<file path="src/rtl/rxdesc_walker.sv">
module rxdesc_walker #(
  parameter int AW        = 32,
  parameter int BUS_BYTES = 4,
  parameter int SKW       = 5
) (
  input  logic           clk,
  input  logic           rst,
  input  logic [AW-1:0]  base_addr,
  input  logic [SKW-1:0] skip_words,
  input  logic           desc_done,
  input  logic [31:0]    desc_ctrl,
  input  logic [31:0]    desc_stat,
  input  logic [AW-1:0]  desc_addr1,
  input  logic [AW-1:0]  desc_addr2,
  output logic [AW-1:0]  next_addr,
  output logic [AW-1:0]  buf1_addr,
  output logic [12:0]    buf1_size,
  output logic [AW-1:0]  buf2_addr,
  output logic [12:0]    buf2_size,
  output logic           buf2_valid,
  output logic           in_frame,
  output logic           rx_irq,
  output logic           seq_err,
  output logic           size_err
);

  localparam int ALB        = $clog2(BUS_BYTES);
  localparam int DESC_BYTES = 16;

  logic          wrap, chained, no_irq, f_first, f_last;
  logic [12:0]   sz1, sz2;
  logic          bad1, bad2;
  logic [AW-1:0] step, upcoming;
  logic          unused_bits;

  assign wrap    = desc_ctrl[15];
  assign chained = desc_ctrl[14] & ~wrap;
  assign no_irq  = desc_ctrl[31];
  assign f_first = desc_stat[9];
  assign f_last  = desc_stat[8];
  assign sz1     = desc_ctrl[12:0];
  assign sz2     = desc_ctrl[28:16];
  assign bad1    = |sz1[ALB-1:0];
  assign bad2    = ~chained & (|sz2[ALB-1:0]);
  assign step    = AW'(DESC_BYTES) + (AW'(skip_words) << ALB);

  assign upcoming = wrap    ? base_addr  :
                    chained ? desc_addr2 :
                              next_addr + step;

  assign unused_bits = ^{desc_ctrl[30:29], desc_ctrl[13],
                         desc_stat[31:10], desc_stat[7:0]};

  always_ff @(posedge clk) begin
    if (rst) begin
      next_addr  <= base_addr;
      buf1_addr  <= '0;
      buf1_size  <= '0;
      buf2_addr  <= '0;
      buf2_size  <= '0;
      buf2_valid <= 1'b0;
      in_frame   <= 1'b0;
      rx_irq     <= 1'b0;
      seq_err    <= 1'b0;
      size_err   <= 1'b0;
    end else begin
      rx_irq  <= 1'b0;
      seq_err <= 1'b0;
      if (desc_done) begin
        next_addr  <= upcoming;
        buf1_addr  <= desc_addr1;
        buf1_size  <= sz1;
        buf2_addr  <= chained ? '0 : desc_addr2;
        buf2_size  <= chained ? '0 : sz2;
        buf2_valid <= ~chained;
        size_err   <= bad1 | bad2;
        rx_irq     <= f_last & ~no_irq;
        seq_err    <= f_last & ~f_first & ~in_frame;
        if (f_last)
          in_frame <= 1'b0;
        else if (f_first)
          in_frame <= 1'b1;
      end
    end
  end

endmodule

</file>
<file path="config.mk">
export PLATFORM = sky130hd
export DESIGN_NAME = rxdesc_walker
export DESIGN_NICKNAME = d
export VERILOG_FILES = /design/src/rtl/rxdesc_walker.sv
export SDC_FILE = /design/constraint.sdc
export NUM_CORES = 1
export LEC_CHECK = 0
export BUFFER_PORTS_ARGS = -buffer_cell sky130_fd_sc_hd__buf_2
export CAP_MARGIN = 20
export CORE_AREA = 2 2 115 117
export DETAILED_ROUTE_END_ITERATION = 12
export DIE_AREA = 0 0 117 119
export PLACE_DENSITY = 0.78
export SYNTH_ARGS = -nofsm -noshare
export SYNTH_HDL_FRONTEND = slang
export SYNTH_SLANG_ARGS = --single-unit
</file>
<file path="constraint.sdc">
create_clock -name clk -period 3.6 [get_ports clk]
set_input_delay 0.18 -clock clk [delete_from_list [all_inputs] [get_ports clk]]
set_output_delay 0.18 -clock clk [all_outputs]
set_load 0.02 [all_outputs]
</file>
==> results.cfg <==
[logic_synthesis]
synth_common_cells = dfxtp_1 (95), nor2_1 (67), mux2i_1 (49)
synth_top_area_frac = 0.342
synth_area_um2 = 5550
ys.flop_type = dfxtp_1
yosysTopAreaCell = dfxtp_1
ys_seq_area_frac = 0.515
synth.most_common_cell = dfxtp_1
synth_enable_flop_cells = 32
synth.distinct_cells = 44
synth_area_leaders = dfxtp_1 (34%), edfxtp_1 (17%), mux2i_1 (8.8%)
synth_fp_nets = 716
synthArstFlopShare = 0
synth_seq_cells = 127
avgSynthCellArea_um2 = 10.3
synth_warnings = 0
netlist_instances = 537

[setup_path]
crit_fanout = 5
critPathTopFamily = compound AO/OA/AOI/OAI gates
worstPathCellList = ha_1 > ha_1 > inv_1 > fa_1 > nor2b_1 > o211ai_1 > a2111oi_1 > xnor2_1 > o22ai_1
criticalPathCategory = flip-flop to flip-flop
cp_num_buf_inv = 1
required_ns = 3.74
cpPeakStageDelay_ns = 0.59
path_common_cell = ha_1
r2r_cells = 9
cp_slowest_cell = a2111oi_1
worstSetupStartpointType = flip-flop
crit_path_end_kind = flip-flop
arrival_ns = 3.12
cp.depth = 9

[timing]
max_freq_ghz = 0.336
rsz0062_at_grt = no
finClkSkew_ns = 0.00707
fin_crit_sh = 0.828
slew_viol_final = 0
worst_pin_slew_ns = 0.821
max_slew_margin = 0.452
hold_violations = 0
setup_tns_ns = 0
setup_viol = 0
min_period_ns = 2.98

[die]
core_um2 = 12900
die_area_um2 = 13900
fp.dieH_um = 119
start_util = 0.431
ios = 295
die_w_um = 117
row_count = 42

[placement]
port_buffers = 261
place_hpwl_um = 11600
routabilityCongestion = 0.943
place_area_um2 = 7000

[global_routing]
grt_usage = 0.264
antenna_found_initial = 1
grt_max_degree = 51
grt-ovfl-total = 0
grt_pass1_vias = 5627
grt_pass1_wl_um = 28300

[routing]
firstDrtPassIters = 5
wl_per_cell_um = 17.4
drt-total-wl_um = 18400
vias = 5638
initialDrtViolationCount = 440
routed_via_density = 5.33
post-route-drc-count = 0
drtAntennaViolNets = 0

[clock_network]
cts_resized = 0
cts_setup_buffers = 0
cts_tree = built
cts_buffers = 17
cts.sinks = 127
htree_levels = 4
worstSkewPairLatency_ns = 0.42
cts_hold_buf = 83
cts-root-buf = clkbuf_16
clkTransAtPathRegs_ns = 0.06
cts_buffer_depth = 2

[power]
power_density_nw_per_um2 = 478
p_leak_nw = 3.96
sw_frac_of_total = 0.283
netSwitchingPower_w = 0.00113
intPower_w = 0.00288
power_frac_clock = 0.408
seq_power_share = 0.411
peakVddDrop_mv = 0.271
comb_power_share = 0.181

[layout]
final_area_um2 = 8400
nNetsFinal = 1048
antenna_cells = 0
drive_above_1_share = 0.351
area_growth_pct = 51.2

[flow_run]
max_cap_violations = 0

[status]
status = complete, no violations

[min_path]
hold_path_class = input pin to flip-flop
min_path_cells = 3
[worst min-delay path: cells and delay by family]
kind / cells / cell delay [ns]
muxes: 1 / 0.06
buffers and inverters: 1 / 0.07
and+or+nand+nor: 1 / 0.09
[sequential cells by signal (all words and copies together) (netlist names)]
signal and flops:
buf1_addr 32, buf1_size 13, buf2_valid 1, rx_irq 1
size_err 1, seq_err 1, buf2_size 13, buf2_addr 32
next_addr 32, in_frame 1
[stage by stage]
| stage | power (W) | hold WS, ns | util | instances | setup slack [ns] |
|---|---|---|---|---|---|
| 2_1_floorplan | 0.00206 | 0.252 | - | 537 | 0.852 |
| 3_3_place_gp | 0.00230 | 0.348 | 0.544 | 943 | 0.763 |
| 3_5_place_dp | 0.00231 | 0.349 | 0.544 | 943 | 0.700 |
| 4_1_cts | 0.00401 | 0.00229 | 0.652 | 1058 | 0.651 |
| 5_1_grt | 0.00416 | 0.0229 | 0.652 | 1058 | 0.428 |
| 6_report | 0.00401 | 0.0162 | 0.652 | 1058 | 0.621 |
[power groups by stage]
| stage | combinational [W] | sequential [W] | clock [W] |
|---|---|---|---|
| 2_1_floorplan | 0.000271 | 0.00178 | 0 |
| 3_5_place_dp | 0.000639 | 0.00167 | 0 |
| 5_1_grt | 0.000786 | 0.00166 | 0.00172 |
| 3_3_place_gp | 0.000631 | 0.00167 | 0 |
| 6_report | 0.000724 | 0.00165 | 0.00164 |
| 4_1_cts | 0.000712 | 0.00165 | 0.00166 |
[layout by cell type (no fill, tap or decap), drive strengths merged, types with 10 or more instances in the layout]
| cell type | instances |
|---|---|
| nand3 | 15 |
| a22o | 45 |
| mux2i | 49 |
| o21ai | 17 |
| ha | 10 |
| nand2 | 19 |
| clkbuf | 23 |
| a21oi | 33 |
| nor2 | 67 |
| inv | 11 |
| buf | 269 |
| dlygate4sd3 | 83 |
| edfxtp | 32 |
| dfxtp | 95 |
| o22ai | 13 |
| xnor2 | 17 |
[final timing paths]
check	startpoint	endpoint	slack, ns
worst max-delay path	next_addr[3]	next_addr[23]	0.62
worst min-delay path	desc_addr1[29]	buf1_addr[29]	0.02
worst max register to register	next_addr[3]	next_addr[23]	0.62
worst min register to register	in_frame	seq_err	0.46
[cell type report]
| type | count | area (um^2) |
|---|---|---|
| multi-input combinational | 361 | 2510 |
| clock buffer | 23 | 510 |
| inverter | 10 | 37.5 |
| timing repair buffer | 352 | 2200 |
| tap | 176 | 220 |
| sequential | 127 | 2860 |
| clock inverter | 9 | 53.8 |
| fill | 1020 | 4480 |
[routing by layer]
| metal | vias to the layer above | part of all wire | wire, um | GRT usage |
|---|---|---|---|---|
| met3 | 56 | 0.094 | 1730 | 0.0941 |
| met4 | 2 | 0.034 | 622 | 0.115 |
| met5 | - | 0.00071 | 13 | 0 |
| met1 | 2646 | 0.40 | 7300 | 0.320 |
| met2 | 296 | 0.47 | 8710 | 0.419 |
| li1 | 2638 | - | - | - |
[kinds of logic after synthesis]
logic type | count (synthesis) | share of synthesized area
mux | 49 | 0.0883
buf+inv | 49 | 0.0347
compound gates | 131 | 0.172
fa+ha+maj | 11 | 0.0261
xor+xnor | 22 | 0.0347
flops | 127 | 0.515
simple gates | 148 | 0.129
No activity file was read; power rests on OpenSTA's default activity.
